$ cat config.mk
export PLATFORM = sky130hd
export DESIGN_NAME = tick_down_timer
export DESIGN_NICKNAME = d
export VERILOG_FILES = /design/src/rtl/tick_down_timer.sv
export SDC_FILE = /design/constraint.sdc
export NUM_CORES = 1
export LEC_CHECK = 0
export ABC_AREA = 1
export CORE_UTILIZATION = 25
export CTS_CLUSTER_DIAMETER = 50
export DETAILED_ROUTE_END_ITERATION = 10
export PLACE_DENSITY = 0.45
export SETUP_SLACK_MARGIN = 0.15
export SLEW_MARGIN = 20
export SYNTH_ARGS = -nofsm -noshare
export SYNTH_HDL_FRONTEND = slang
export SYNTH_SLANG_ARGS = --single-unit
$ cat constraint.sdc
create_clock -name clk_i -period 4.8 [get_ports clk_i]
set_input_delay 0.48 -clock clk_i [delete_from_list [all_inputs] [get_ports clk_i]]
set_output_delay 0.48 -clock clk_i [all_outputs]
set_load 0.05 [all_outputs]
$ cat src/rtl/tick_down_timer.sv
module tick_down_timer #(
  parameter int          CNT_W   = 24,
  parameter int unsigned REF_HZ  = 1_000_000,
  parameter bit          HAS_REF = 1'b1
) (
  input  logic        clk_i,
  input  logic        rst_ni,
  input  logic        ref_tick_i,
  input  logic        wr_en_i,
  input  logic        rd_en_i,
  input  logic [3:0]  addr_i,
  input  logic [31:0] wdata_i,
  output logic [31:0] rdata_o,
  output logic        irq_o
);
  localparam logic              FORCE_CORE = !HAS_REF;
  localparam int unsigned       TEN_MS     = REF_HZ / 100;
  localparam logic [31:0]       CAL_TICKS  = 32'(TEN_MS - 1);
  localparam logic              SKEW       = (REF_HZ % 100) != 0;
  localparam logic [31:0]       CAL_WORD   = HAS_REF ? {1'b0, SKEW, 6'b0, CAL_TICKS[23:0]}
                                                     : 32'h8000_0000;
  localparam logic [CNT_W-1:0]  ONE        = 1;

  logic [2:0]       ctrl_q;
  logic [CNT_W-1:0] rel_q, cur_q;
  logic             flag_q;

  wire ctrl_wr  = wr_en_i && addr_i == 4'h0;
  wire rel_wr   = wr_en_i && addr_i == 4'h4;
  wire cur_wr   = wr_en_i && addr_i == 4'h8;
  wire ctrl_rd  = rd_en_i && addr_i == 4'h0;
  wire tick     = ctrl_q[0] && (ctrl_q[2] || ref_tick_i);
  wire hit_zero = tick && cur_q == ONE;
  wire unused_w = ^wdata_i;

  always_ff @(posedge clk_i or negedge rst_ni) begin
    if (!rst_ni)      ctrl_q <= {FORCE_CORE, 2'b00};
    else if (ctrl_wr) ctrl_q <= wdata_i[2:0] | {FORCE_CORE, 2'b00};
  end

  always_ff @(posedge clk_i or negedge rst_ni) begin
    if (!rst_ni)     rel_q <= '0;
    else if (rel_wr) rel_q <= wdata_i[CNT_W-1:0];
  end

  always_ff @(posedge clk_i or negedge rst_ni) begin
    if (!rst_ni)     cur_q <= '0;
    else if (cur_wr) cur_q <= '0;
    else if (tick)   cur_q <= (cur_q == '0) ? rel_q : cur_q - ONE;
  end

  always_ff @(posedge clk_i or negedge rst_ni) begin
    if (!rst_ni)       flag_q <= 1'b0;
    else if (cur_wr)   flag_q <= 1'b0;
    else if (hit_zero) flag_q <= 1'b1;
    else if (ctrl_rd)  flag_q <= 1'b0;
  end

  always_comb begin
    case (addr_i)
      4'h0:    rdata_o = {15'b0, flag_q, 13'b0, ctrl_q};
      4'h4:    rdata_o = 32'(rel_q);
      4'h8:    rdata_o = 32'(cur_q);
      4'hC:    rdata_o = CAL_WORD;
      default: rdata_o = '0;
    endcase
  end

  assign irq_o = flag_q & ctrl_q[1];

  p_step_down_r3: assert property (@(posedge clk_i) disable iff (!rst_ni)
    tick && cur_q != '0 && !cur_wr |=> cur_q == $past(cur_q) - ONE);
  p_hold_idle_r3: assert property (@(posedge clk_i) disable iff (!rst_ni)
    !tick && !cur_wr |=> $stable(cur_q));
  p_reload_at_zero_r4: assert property (@(posedge clk_i) disable iff (!rst_ni)
    tick && cur_q == '0 && !cur_wr |=> cur_q == $past(rel_q));
  p_flag_on_zero_r5: assert property (@(posedge clk_i) disable iff (!rst_ni)
    hit_zero && !cur_wr |=> flag_q);
  p_cur_clear_r7: assert property (@(posedge clk_i) disable iff (!rst_ni)
    cur_wr |=> cur_q == '0 && !flag_q);

  if (!HAS_REF) begin : g_no_ref
    p_core_forced_r9: assert property (@(posedge clk_i) disable iff (!rst_ni)
      ctrl_q[2]);
  end
endmodule

# Yosys cells after proc, flatten, opt, wreduce, memory -nomap -nowiden
# Cells that the tools add are included.
# op_classes
div	0
n_lt_le_gt_ge	0
mux	7
addsub	1
n_eq_ne	4
n_reduce_logical	11
shift	0
multipliers	0
bitwise	1
# ops
cell	count
$pmux W24 S4	1
$mux W24	3
$eq A24 B1 Y1 const B	1
$logic_not A24 Y1	1
$sub A24 B1 Y24 const B	1
$eq A4 B4 Y1 const B	2
$logic_and A1 B1 Y1	6
$eq A4 B3 Y1 const B	1
$logic_not A4 Y1	1
$mux W1	3
$reduce_bool A3 Y1	1
$reduce_bool A2 Y1	1
$and A1 B1 Y1	1
$logic_or A1 B1 Y1	1
# word_totals
word_cells	28
rom_bits	0
memories	0
out_inout_bits	33
latch_bits	0
ram_bits	0
regBits	52

# Depth between registers and ports, before layout
# Gate-level depths: netlist of the first run.
# depth
depth_word	5
mapped_depth	11
mapped_depth_nobuf	9

# Worst setup path after synthesis of the first run
# OpenSTA, ideal clock, no wires.
# synth_timing
kind	input-to-output
from	in addr_i[1]
to	out rdata_o[14]
path_stages	6
slack_ns	2.083
t_required_ns	4.320
path_buffers	1
arrival_ns	2.237
cell_sequence	nor2_4 > nand2_2 > nor2_1 > inv_1 > clkbuf_1 > o21ai_0
# synth_via
elab_chain_cells	2
# synth_rtl
item	line_no	rtl
start: declaration	11	input logic [3:0] addr_i,
$eq A4 B4 Y1 (tied with other cells)	60	case (addr_i)
$pmux W24 S4 *	60	
end: declaration	13	output logic [31:0] rdata_o,
# Mark *: on every way between the ends. The rest lies on a longest branch, timed or not.

# Worst setup path in the final report of the first run
# layout_timing
from	in addr_i[1]
to	out rdata_o[4]
# The elaborated chain is that of the path after synthesis.

==> out/metrics.cfg, run 1 <==
[run_status]
status = finished, final reports clean

[logic_synthesis]
synth-xor-area-share_pct = 1.275
yosys.area.top_type = dfrtp_1
synth.avg_cell_area_um2 = 7.052
ys_seq_elements = 52
synth_top_family_by_area = simple AND/OR/NAND/NOR gates
ys_async_sr_fraction_pct = 100.0
synthAdderAreaFrac_pct = 1.093
synthCells = 487
synth_mux_area_share_pct = 4.918
synth_area_mm2 = 0.003435
seq_area_frac_synth_pct = 37.89
synth.distinct_cells = 34
synth_most_common_cell = nand2_1
yosys.area_share.simple_pct = 36.79
synth_edf_count = 0
synth_compound_area_share_pct = 7.869
synth.top_cells.by_count = nand2_1 (152), nor2_1 (73), dfrtp_1 (52)
ys.warnings.count = 0
synthTopCellsByArea = dfrtp_1 (38%), nand2_1 (17%), nor2_1 (8.0%)
netlist.area_leader.share_pct = 37.89
synth_flop_cell = dfrtp_1

[drt]
routed_wl_mm = 9.878
ant_nets = 0
routedWlPerCell_um = 13.83
viasPerCell = 4.455
drc = 0
vias = 3181
detail_route.iter0.violations = 132
firstDrtPassIters = 4

[run]
maxCapViolCount = 0

[final_layout]
drive_above_1_share_pct = 8.178
utilization_pct = 32.17
antenna_cells = 0
fin_nets = 581
areaGrowthSynthToFinish_pct = 24.52
stdcell_count = 714
stdcell_area_mm2 = 0.004277

[sta]
timing.fmax_mhz = 294.5
slew_headroom_pct = 28.97
hold_viol = 0
rsz0062_at_grt = no
fin_tns_setup_ns = 0
slew_violations = 0
finalSetupViolCount = 0
worst_pin_slew_ns = 1.064
skew_ns = 0.006517
min_period_ns = 3.395
fin_crit_sh_pct = 70.74
setup_ws_ns = 1.405
whs_ns = 0.3080

[place]
place.gp.congestion = 0.8234
portBuffers = 57
pre_cts_ws_ns = 1.356
dp.cells = 706
placed_area_mm2 = 0.004094
post-dp-hpwl_mm = 7.029

[critical_path]
r2r-start = cur_q[0]
arrival_ns = 2.92
critPathMostFrequentCell = clkdlybuf4s50_1
critical_path_required_ns = 4.32
r2r_slack_ns = 2.25
criticalPathCategory = input pin to primary output
crit_chain = clkdlybuf4s50_1, nor2_4, nand2_2, nor2_1, inv_1, o21ai_0, clkdlybuf4s50_1
cp-end-kind = primary output
slowest_stage = clkdlybuf4s50_1
rr_worst_depth = 9
cp_max_fo = 16
worst-path-buf-inv = 3
cpPeakStageDelay_ns = 0.85
crit_family = buffers and inverters
r2r_end = cur_q[9]
startpoint_type = input pin

[clocking]
cts-root-buf = clkbuf_16
numCtsBuffers = 5
clock_latency_ns = 0.30
postCtsHoldBufs = 0
htreeDepth = 2
post-cts-setup-buffers = 0
cts_sinks = 52
clockBufferDepth = 2
cts_tree = yes
ctsResizeCount = 0
clkTransAtPathRegs_ns = 0.07

[pwr]
ir_drop_mv = 0.1857
powerDensity_mw_per_mm2 = 504.0
finalPower_mw = 2.155
leakagePower_nw = 2.022

[global_routing]
overflow = 0
antenna_found_initial = 0
grt_pass1_wl_mm = 16.70
track_usage_pct = 14.99
grt_pass1_vias = 3249
grt_max_degree = 53

[die]
die_h_um = 119.2
rows = 42
ios = 74
dieWidth_um = 119.2
initial_core_util_pct = 25.83
core_mm2 = 0.01330
design.die.area_mm2 = 0.01421

[hold_path]
hp-class = input pin to async pin

-- worst register-to-register path: stages (launching register included) --
cell,delay (ns)
dfrtp_1,0.45
inv_1,0.21
ha_1,0.19
nand2_1,0.06
nor2_2,0.13
nand3_2,0.82
nor2_1,0.34
nor2_1,0.07
nand2_1,0.10
nand2_1,0.05
-- layout make-up --
type | instances | area (um^2)
inverters | 49 | 185.2
flip-flops and latches | 52 | 1301
repair buffers | 58 | 573.1
clock buffers | 7 | 152.6
well taps | 176 | 220.2
multi-input cells | 371 | 1814
fillers | 1444 | 9019
clock inverters | 1 | 30.03
-- power by group --
| part | internal [mW] | switching (mW) | total (mW) |
|---|---|---|---|
| clock network | 0.275 | 0.166 | 0.441 |
| logic | 0.345 | 0.659 | 1.00 |
| registers | 0.562 | 0.149 | 0.710 |
-- cell families after synthesis --
group / Yosys count
and+or+nand+nor: 293
muxes: 15
DFF: 52
xor gates and xnor gates: 5
adders and majority gates: 3
buffers and inverters: 71
other: 1
AOI/OAI and AO/OA: 47
-- sequential cells by signal (all words and copies together), names as in the netlist --
signal / count
cur_q: 24
ctrl_q: 3
flag_q: 1
rel_q: 24
-- per-layer routing --
metal  wire length (um)  vias up  GRT usage (%)
met5                  0        -              0
met1               4622     1496          18.94
li1                   -     1628              -
met3                338        5          2.155
met2               4814       52          26.24
met4                103        0          4.509
-- worst max-delay path by stage --
stage,from,to,cells after the start
after CTS,addr_i[1],rdata_o[4],7
after detailed placement,addr_i[1],rdata_o[16],7
after global placement,addr_i[1],rdata_o[4],7
after floorplan,addr_i[1],rdata_o[14],6
final,addr_i[1],rdata_o[4],7
after global routing,addr_i[1],rdata_o[4],7
-- placed cells by master, fill, tap and decap left out, types with 3 or more instances in the layout --
cell             count
mux2_1               7
ha_1                 3
a21oi_1              6
xor2_1               4
o211ai_1             6
nand4_1              8
nor2_4               3
o21ai_1              7
dfrtp_1             52
nand3_1             34
o21ai_0             19
o22ai_1              5
nor2_1              73
mux2_2               8
nand2_1            152
conb_1               8
nor2_2              15
clkdlybuf4s50_1     56
inv_1               47
nand2_2              3
clkbuf_16            5
Power figures use the tool's default switching activity.
==> run 2: changes to the inputs <==
Settings changed: PLACE_DENSITY 0.45 to 0.47.
Clock period 4.8 ns to 2.8 ns, I/O delays scaled along.
==> run 2 against run 1 <==
Effect of this change:
- first-iteration DRC count grew 31%
- final cell count grew 0.98%
- sequential share of layout area shrank 1.4 points
- register-to-register slack lost 1.6 ns
- critical path type unchanged
- critical endpoint unchanged
- highest routed layer unchanged
==> out/metrics.cfg, run 2 (same netlist as run 1, synthesis figures left out) <==
[run_status]
status = finished, final reports clean

[pwr]
powerDensity_mw_per_mm2 = 815.2
finalPower_mw = 3.655
leakagePower_nw = 2.144
pwr-share-clk_pct = 17.4
switching_share_pct = 46.47
p_switching_mw = 1.698
p_int_mw = 1.956
ir_drop_mv = 0.2960
comb_power_share_pct = 49.4
p_seq_share_pct = 33.2

[clocking]
clockBufferDepth = 2
postCtsHoldBufs = 0
ctsResizeCount = 0
post-cts-setup-buffers = 0
clock_latency_ns = 0.30
cts_tree = yes
clkTransAtPathRegs_ns = 0.07
htreeDepth = 2
cts-root-buf = clkbuf_16
cts_sinks = 52
numCtsBuffers = 5

[critical_path]
rr_worst_depth = 10
cp-end-kind = primary output
criticalPathCategory = input pin to primary output
r2r-start = cur_q[0]
arrival_ns = 2.06
slowest_stage = clkdlybuf4s50_1
r2r_end = cur_q[20]
cpPeakStageDelay_ns = 0.44
critical_path_required_ns = 2.52
crit_family = buffers and inverters
r2r_slack_ns = 0.67
crit_chain = clkdlybuf4s50_1, nor2_4, nand2_2, nor2_1, inv_1, o21ai_0, buf_4, buf_12
worst-path-buf-inv = 4
cp_max_fo = 16
startpoint_type = input pin

[place]
portBuffers = 57
place.gp.congestion = 0.8653
pre_cts_ws_ns = 0.4555
post-dp-hpwl_mm = 7.410

[die]
dieWidth_um = 119.2
die_h_um = 119.2
design.die.area_mm2 = 0.01421
rows = 42
core_mm2 = 0.01330
initial_core_util_pct = 25.83
ios = 74

[sta]
slew_violations = 0
finalSetupViolCount = 0
skew_ns = 0.004322
hold_viol = 0
whs_ns = 0.02802
min_period_ns = 2.339
setup_ws_ns = 0.4609
fin_crit_sh_pct = 83.54
slew_headroom_pct = 52.39
worst_pin_slew_ns = 0.7142
fin_tns_setup_ns = 0
timing.fmax_mhz = 427.5
rsz0062_at_grt = no

[final_layout]
fin_nets = 588
drive_above_1_share_pct = 13.39
utilization_pct = 33.72
antenna_cells = 0
mostFrequentLayoutCells = nand2_1 (152), nor2_1 (73), dfrtp_1 (52)
mostFrequentLayoutCell = nand2_1
fill_cells = 1393
areaGrowthSynthToFinish_pct = 30.53
top_regs = cur_q x24, rel_q x24, ctrl_q x3

[global_routing]
track_usage_pct = 15.20
grt_max_degree = 34
grt_pass1_wl_mm = 16.95
antenna_found_initial = 0
grt_pass1_vias = 3359
overflow = 0

[drt]
viasPerCell = 4.560
routedWlPerCell_um = 13.94
detail_route.iter0.violations = 173
firstDrtPassIters = 4
vias = 3288
ant_nets = 0
routed_wl_mm = 10.05
drc = 0

[hold_path]
hp-class = input pin to async pin

[run]
maxCapViolCount = 0

==> run 2: cell count changes in the layout (fill, tap and decap cells not counted), sizes merged <==
cell / delta
bufinv: -1
clkbuf: +1
buf: +31
clkdlybuf4s50: -24
==> run 2: how the worst max path moves through the flow <==
stage,from,end,cells past startpoint
after floorplan,addr_i[1],rdata_o[14],6
after global placement,addr_i[1],rdata_o[4],8
after detailed placement,addr_i[1],rdata_o[16],7
after global routing,addr_i[1],rdata_o[4],8
after CTS,addr_i[1],rdata_o[16],7
final,addr_i[1],rdata_o[4],8
==> run 2: stage by stage <==
stage,instance area (um^2),instances
global placement,4337,713
CTS,4483,721
floorplan,3461,494
global route,4483,721
detailed placement,4337,713
finish,4483,721
==> run 2: cell type report <==
class | count | area [um^2] | share of cell area, %
sequential | 52 | 1301 | 29.03
inverter | 49 | 185.2 | 4.131
clock buffer | 8 | 146.4 | 3.265
timing repair buffer | 65 | 815.8 | 18.20
multi-input combinational | 371 | 1814 | 40.47
tap | 176 | 220.2 | 4.912
==> run 2: power by group through the flow <==
| stage | Combinational (mW) | Sequential [mW] | Clock, mW |
|---|---|---|---|
| 2_1_floorplan | 1.34 | 1.15 | 0 |
| 3_3_place_gp | 1.78 | 1.22 | 0 |
| 3_5_place_dp | 1.80 | 1.22 | 0 |
| 4_1_cts | 1.81 | 1.21 | 0.666 |
| 5_1_grt | 2.04 | 1.25 | 0.687 |
| 6_report | 1.80 | 1.21 | 0.637 |
==> run 2: routing by layer <==
| metal | wire, um | vias to the layer above | global-route usage [%] |
|---|---|---|---|
| met5 | 0 | - | 0 |
| met4 | 189 | 0 | 5.854 |
| met3 | 351 | 13 | 2.634 |
| met2 | 4755 | 69 | 24.71 |
| met1 | 4753 | 1562 | 20.00 |
| li1 | - | 1644 | - |
